$ cat src/rtl/vsr_pkg.sv
package vsr_pkg;
  typedef enum logic {
    ST_ACC = 1'b0,
    ST_RED = 1'b1
  } vsr_state_e;
endpackage

$ cat src/rtl/vsr_lane_mask.sv
module vsr_lane_mask #(
  parameter int LANES = 8,
  parameter int DW    = 32,
  localparam int CW   = $clog2(LANES + 1)
) (
  input  logic [LANES*DW-1:0]       data_i,
  input  logic [CW-1:0]             cnt_i,
  output logic [LANES-1:0][DW-1:0]  lane_o
);
  for (genvar i = 0; i < LANES; i++) begin : g_lane
    localparam logic [CW:0] IDX = (CW+1)'(i);
    assign lane_o[i] = (IDX < {1'b0, cnt_i}) ? data_i[i*DW +: DW] : '0;
  end
endmodule

$ cat src/rtl/vsr_halve.sv
module vsr_halve #(
  parameter int LANES  = 8,
  parameter int DW     = 32,
  localparam int LEVELS = $clog2(LANES),
  localparam int LVL_W  = (LEVELS > 1) ? $clog2(LEVELS) : 1
) (
  input  logic [LANES-1:0][DW-1:0] part_i,
  input  logic [LVL_W-1:0]         lvl_i,
  output logic [LANES-1:0][DW-1:0] part_o
);
  logic [LEVELS-1:0][LANES-1:0][DW-1:0] cand;

  for (genvar lv = 0; lv < LEVELS; lv++) begin : g_lvl
    localparam int HALF = LANES >> (lv + 1);
    for (genvar i = 0; i < LANES; i++) begin : g_lane
      if (i < HALF) begin : g_fold
        assign cand[lv][i] = part_i[i] + part_i[i+HALF];
      end else begin : g_zero
        assign cand[lv][i] = '0;
      end
    end
  end

  always_comb begin
    part_o = cand[0];
    for (int lv = 0; lv < LEVELS; lv++) begin
      if (lvl_i == LVL_W'(lv)) part_o = cand[lv];
    end
  end
endmodule

$ cat src/rtl/vsr_ctrl.sv
module vsr_ctrl
  import vsr_pkg::*;
#(
  parameter int LANES  = 8,
  localparam int LEVELS = $clog2(LANES),
  localparam int LVL_W  = (LEVELS > 1) ? $clog2(LEVELS) : 1
) (
  input  logic             clk_i,
  input  logic             rst_ni,
  input  logic             fire_i,
  input  logic             last_i,
  output logic             ready_o,
  output logic             step_o,
  output logic             done_o,
  output logic [LVL_W-1:0] lvl_o
);
  vsr_state_e state_q;
  logic [LVL_W-1:0] lvl_q;

  assign ready_o = (state_q == ST_ACC);
  assign step_o  = (state_q == ST_RED);
  assign done_o  = step_o && (lvl_q == LVL_W'(LEVELS - 1));
  assign lvl_o   = lvl_q;

  always_ff @(posedge clk_i or negedge rst_ni) begin
    if (!rst_ni) begin
      state_q <= ST_ACC;
      lvl_q   <= '0;
    end else begin
      unique case (state_q)
        ST_ACC: if (fire_i && last_i) begin
          state_q <= ST_RED;
          lvl_q   <= '0;
        end
        ST_RED: begin
          lvl_q <= lvl_q + 1'b1;
          if (done_o) state_q <= ST_ACC;
        end
        default: state_q <= ST_ACC;
      endcase
    end
  end
endmodule

$ cat src/rtl/vec_sum_reduce.sv
module vec_sum_reduce #(
  parameter int LANES  = 8,
  parameter int DW     = 32,
  localparam int CW    = $clog2(LANES + 1),
  localparam int LEVELS = $clog2(LANES),
  localparam int LVL_W  = (LEVELS > 1) ? $clog2(LEVELS) : 1
) (
  input  logic                clk_i,
  input  logic                rst_ni,
  input  logic                in_valid_i,
  output logic                in_ready_o,
  input  logic [LANES*DW-1:0] in_data_i,
  input  logic [CW-1:0]       in_count_i,
  input  logic                in_last_i,
  output logic [DW-1:0]       sum_o,
  output logic                sum_valid_o
);
  logic fire, step, done;
  logic [LVL_W-1:0] lvl;
  logic [LANES-1:0][DW-1:0] beat, part_q, folded;

  assign fire = in_valid_i && in_ready_o;

  vsr_ctrl #(.LANES(LANES)) u_ctrl (
    .clk_i   (clk_i),
    .rst_ni  (rst_ni),
    .fire_i  (fire),
    .last_i  (in_last_i),
    .ready_o (in_ready_o),
    .step_o  (step),
    .done_o  (done),
    .lvl_o   (lvl)
  );

  vsr_lane_mask #(.LANES(LANES), .DW(DW)) u_mask (
    .data_i (in_data_i),
    .cnt_i  (in_count_i),
    .lane_o (beat)
  );

  vsr_halve #(.LANES(LANES), .DW(DW)) u_halve (
    .part_i (part_q),
    .lvl_i  (lvl),
    .part_o (folded)
  );

  for (genvar i = 0; i < LANES; i++) begin : g_part
    always_ff @(posedge clk_i or negedge rst_ni) begin
      if (!rst_ni)   part_q[i] <= '0;
      else if (done) part_q[i] <= '0;            // restart next job from zero
      else if (step) part_q[i] <= folded[i];
      else if (fire) part_q[i] <= part_q[i] + beat[i];
    end
  end

  always_ff @(posedge clk_i or negedge rst_ni) begin
    if (!rst_ni) begin
      sum_o       <= '0;
      sum_valid_o <= 1'b0;
    end else begin
      sum_valid_o <= done;
      if (done) sum_o <= folded[0];
    end
  end
endmodule

$ cat config.mk
export PLATFORM = sky130hd
export DESIGN_NAME = vec_sum_reduce
export DESIGN_NICKNAME = d
export VERILOG_FILES = /design/src/rtl/vsr_pkg.sv /design/src/rtl/vsr_lane_mask.sv /design/src/rtl/vsr_halve.sv /design/src/rtl/vsr_ctrl.sv /design/src/rtl/vec_sum_reduce.sv
export SDC_FILE = /design/constraint.sdc
export NUM_CORES = 2
export LEC_CHECK = 0
export BUFFER_PORTS_ARGS = -buffer_cell sky130_fd_sc_hd__buf_2
export CAP_MARGIN = 0
export CORE_MARGIN = 2
export CORE_UTILIZATION = 62
export CTS_BUF_LIST = sky130_fd_sc_hd__clkbuf_16
export CTS_CLUSTER_SIZE = 10
export DETAILED_ROUTE_END_ITERATION = 7
export MAX_ROUTING_LAYER = met4
export PLACE_DENSITY = 0.83
export SLEW_MARGIN = 20
export SYNTH_ARGS = -nofsm -noshare
export SYNTH_HDL_FRONTEND = slang
export SYNTH_SLANG_ARGS = --single-unit
$ cat constraint.sdc
create_clock -name clk_i -period 6 [get_ports clk_i]
set_input_delay 0.3 -clock clk_i [delete_from_list [all_inputs] [get_ports clk_i]]
set_output_delay 0.3 -clock clk_i [all_outputs]
set_load 0.02 [all_outputs]
# After elaboration in Yosys (flattened, before gate mapping)
# Cells that the tools add are included.
# W data, S select, Z words.
# word_totals
in_bits	264
mem_bits_ro	0
regBits	292
n_memories	0
elab_cells	83
output_inout_bits	34
ramBits	0
latchBits	0
# op_classes
multipliers	0
eq_ne	3
n_reduce_logical	4
shift	0
div_mod_pow	0
addsub	16
bitwise	1
mux	39
n_lt_le_gt_ge	8
# op_table
operator	count
$mux W32	32
$add A32 B32 Y32	15
$mux W128	2
$lt A3 B4 Y1 const A	4
$lt A1 B4 Y1 const A	2
$lt A2 B4 Y1 const A	2
$pmux W2 S2	1
$logic_and A1 B1 Y1	3
$reduce_bool A3 Y1	1
$add A2 B1 Y2 const B	1
$eq A2 B1 Y1 const B	1
$eq A2 B2 Y1 const B	1
$mux W1	2
$mux W2	1
$ne A2 B1 Y1 const B	1
$pmux W1 S2	1
$not A1 Y1	1

# Depth between registers and ports, before layout
# logic_depth
depth_word	6
depth_mapped	21
depth_no_buf	18

# Hierarchy
# From an unflattened synthesis, not the netlist that was laid out.
# unflattened
hier_cells	4758
hier_area_um2	36460.0
# modules_own_cells
module	area_per_inst_um2	cells_each	seq_area_each_um2	n_inst
vec_sum_reduce	25164.1	3064	7231.9	1
vsr_halve	9315.2	1389	0.0	1
vsr_lane_mask	1826.8	292	0.0	1
vsr_ctrl	153.9	13	75.1	1

# Least setup slack after synthesis
# OpenSTA, ideal clock, no wires.
# synth_timing
path_kind	register to register
startpoint	register u_ctrl.lvl_q[1] (netlist: u_ctrl.lvl_o[1])
endpoint	register part_q[62] (netlist name)
arrival_ps	4064
period_less_slack_ps	4205
required_ps	5859
path_stages_with_launch	18
n_path_buf	2
setup_slack_ps	1795
setup_time_ps	141
cell_sequence	dfrtp_1 inv_1 ha_1 clkbuf_1 buf_1 o21ai_0 fa_1 a21o_1 a21oi_2 o21ai_0 a21oi_1 a21oi_1 a31o_2 or2_2 a221oi_1 o21ai_1 xnor2_1 o221ai_1
# synth_between
elab_chain_len	5
elab_cells_between_ends	8
classes_between	eq/ne (2); mux (4); reduce/logical (2)
# synth_rtl
item	line	source
start: declaration	vsr_ctrl.sv:18	logic [LVL_W-1:0] lvl_q;
start signal: assignment	vsr_ctrl.sv:36	lvl_q <= lvl_q + 1'b1;
$eq A2 B1 Y1	vsr_halve.sv:27	if (lvl_i == LVL_W'(lv)) part_o = cand[lv];
$mux W128 (2 in series)	vsr_halve.sv:27	
$mux W32	vec_sum_reduce.sv:51	else if (step) part_q[i] <= folded[i];
$mux W32	vec_sum_reduce.sv:50	else if (done) part_q[i] <= '0;
end signal: indexed assignment	vec_sum_reduce.sv:51	
end signal: indexed assignment	vec_sum_reduce.sv:52	else if (fire) part_q[i] <= part_q[i] + beat[i];
end: declaration	vec_sum_reduce.sv:20	logic [LANES-1:0][DW-1:0] beat, part_q, folded;
# Parallel ways exist; a longest one is shown, timed or not.
# A chain may end at the register's enable or synchronous reset.

# Final worst setup path
# Same ends and word-level chain as after synthesis.

==> reports/results.txt <==
Ports -> 298
post_cts resized -> 0
Avg Inst Size Synth -> 8.070 sq um
Leak Pwr -> 0.01751 uW
RSZ-0062 raised after global routing -> false
Max Clock Freq -> 204.8 MHz
first-pass GRT wire length -> 152800 um
EDFF count, synth -> 0
Seq/Total Area, Yosys -> 22.73%
ys async rst share -> 100.0%
Die W -> 231.7 um
final wirelength -> 97620 um
DRC viols -> 0
initial antenna violation count -> 3
CTS clk-pin slew, worst paths -> 0.06 ns
Area growth syn-to-layout -> 9.787%
Peak supply drop -> 0.0002934 V
remaining global-route overflow -> 0
clock sink count -> 292
Hold Worst Slack -> 0.1611 ns
Hold WC Path Type -> primary input to flip-flop
Die Footprint -> 0.05370 sq mm
share of layout cells above drive strength 1 -> 10.83%
most common cell after layout, fill and taps aside -> a21oi_1
clk_skew -> 0.03317 ns
chip height -> 231.7 um
slew margin rel. -> 20.13%
wire per inst -> 19.92 um
fin nets -> 4851
clk_lat worst skew -> 0.59 ns
number of library cell types mapped by synthesis -> 84
CP max stage delay -> 0.56 ns
WP data arrival -> 5.33 ns
Slew Viols, Final -> 0
routability cong. -> 1.020
H-tree levels -> 2
Final Hold Viols -> 0
syn nets -> 4636
Worst setup SP type -> flip-flop
DR pass1 iterations -> 6
cells along the critical path -> inv_1 -> ha_2 -> buf_4 -> mux2_2 -> ha_1 -> a21o_1 -> a21oi_1 -> nor2b_1 -> a22o_1 -> a21oi_1 -> a31o_2 -> or2_2 -> a221oi_1 -> o21ai_1 -> xnor2_1 -> o221ai_1
TritonCTS buffer count -> 37
post-DP HPWL -> 75290 um
core region area -> 0.05130 sq mm
pin count of the biggest net entering global routing -> 133
CP Capture Type -> flip-flop
Worst Tran Pin Value -> 1.198 ns
vias in the first global route -> 28530
standard-cell rows -> 83
Via density -> 6.264
period utilisation layout -> 81.38%
# setup viols final -> 0
Max-Cap Viols -> 0
post-route minimum period -> 4.883 ns
critical path class -> flip-flop to flip-flop
post-route setup TNS -> 0 ns
clk buf depth -> 3
starting density of the core -> 62.67%
clock root buffer -> clkbuf_16
vias -> 30690
Cells after Synth -> 3984
cell repeated most along the worst path -> a21oi_1
Synth Flop Type -> dfrtp_1
Initial DRC Count -> 2799
outcome -> finished, final reports clean
synthesized flop and latch total -> 292
CP max-delay cell -> ha_2
CTS tree -> done
Ys Warns -> 0
Port Buffers -> 297
most frequent cells in the layout -> 378 x a21oi_1, 374 x ha_1, 328 x nor2_1, 313 x nand2_1, 303 x o21ai_0
mapped cell area -> 0.03215 sq mm
Total Routing Usage GR -> 36.87%
ANT nets after route -> 0
WP data required -> 6.44 ns
CP Max Fanout -> 30
Pwr per Cell Area -> 578.4 mW/mm^2
==> layer usage <==
metal  GRT usage, %  part of all wire (%)
met4          17.27                   4.9
met3          4.556                   8.1
met2          54.65                    43
met1          50.14                    44
met5              -                     0
==> layout make-up <==
class / count / area (sq um)
inverters: 99 / 371.6
well taps: 680 / 850.8
clock buffers: 39 / 975.9
multi-input cells: 3440 / 23930
repair buffers: 329 / 1775
diodes: 2 / 5.005
flip-flops and latches: 292 / 7311
clock inverters: 19 / 78.83
fillers: 4389 / 16000
==> through the flow <==
step | cell area, sq um | utilization, % | worst slack [ns] | power (uW) | instances
2_1_floorplan | 32150 | - | 1.795 | 14490 | 3984
3_3_place_gp | 34220 | 66.70 | 1.098 | 17680 | 4838
3_5_place_dp | 34220 | 66.70 | 0.9671 | 17940 | 4838
4_1_cts | 35290 | 68.80 | 1.176 | 20110 | 4898
5_1_grt | 35300 | 68.81 | 0.8998 | 22050 | 4900
6_report | 35300 | 68.81 | 1.117 | 20420 | 4900
==> cells by family (layout without fill, tap and decap cells) <==
family | after synthesis | after routing | synth area share (%)
xor gates and xnor gates | 313 | 313 | 8.573
other | 0 | 2 | 0
AOI/OAI and AO/OA | 1322 | 1322 | 26.07
buffers and inverters | 252 | 486 | 2.946
adders and majority gates | 388 | 388 | 15.38
muxes | 165 | 165 | 5.281
DFF | 292 | 292 | 22.73
and+or+nand+nor | 1252 | 1252 | 19.03
==> repair_timing <==
item                                   in CTS  in global routing
hold buffers                                2                  0
setup buffers                               0                  0
setup endpoints to repair                   0                  0
endpoints found under the hold margin      87                  0
==> report_power, final <==
part	total (uW)	internal (uW)	switching, uW
Clock	2060	1150	902
Combinational	14100	5930	8170
Sequential	4260	2900	1360
Total	20400	9990	10400
==> critical path, delay by kind of cell, from the launching register on <==
kind                       cells  cell delay, ns
AOI/OAI and AO/OA              8            1.74
adders and majority gates      2            0.89
buffers and inverters          2            0.58
and+or+nand+nor                2            0.53
DFF                            1            0.41
muxes                          1            0.39
xor gates and xnor gates       1            0.17
==> synth_stat cells, types with 124 or more instances <==
| cell | instances | area (sq um) |
|---|---|---|
| nor2_1 | 331 | 1242 |
| a21o_1 | 181 | 1359 |
| nor2b_1 | 136 | 850.8 |
| nand2_1 | 314 | 1179 |
| dfrtp_1 | 292 | 7307 |
| and2_1 | 166 | 1039 |
| o21ai_0 | 303 | 1516 |
| a21oi_1 | 380 | 1902 |
| clkbuf_1 | 124 | 465.5 |
| xnor2_1 | 200 | 1752 |
| ha_1 | 376 | 4705 |
| mux2i_1 | 128 | 1281 |
==> state kept, by name (all words and copies together) (netlist names) <==
signal and count:
u_ctrl.lvl_o 2, sum_valid_o 1, u_ctrl.step_o 1, part_q 256, sum_o 32
==> path summary, 6_finish.rpt <==
kind	start	slack, ns	endpoint	depth (start not counted)
max	u_ctrl.lvl_o[1]	1.12	part_q[62]	16
min	in_data_i[127]	0.16	part_q[127]	4
max reg2reg	u_ctrl.lvl_o[1]	1.12	part_q[62]	16
min reg2reg	sum_o[18]	0.47	sum_o[18]	2
max in group asynchronous	rst_ni	4.09	u_ctrl.step_o	3
min in group asynchronous	rst_ni	0.34	sum_o[7]	2
(Power assumes the default switching activity.)
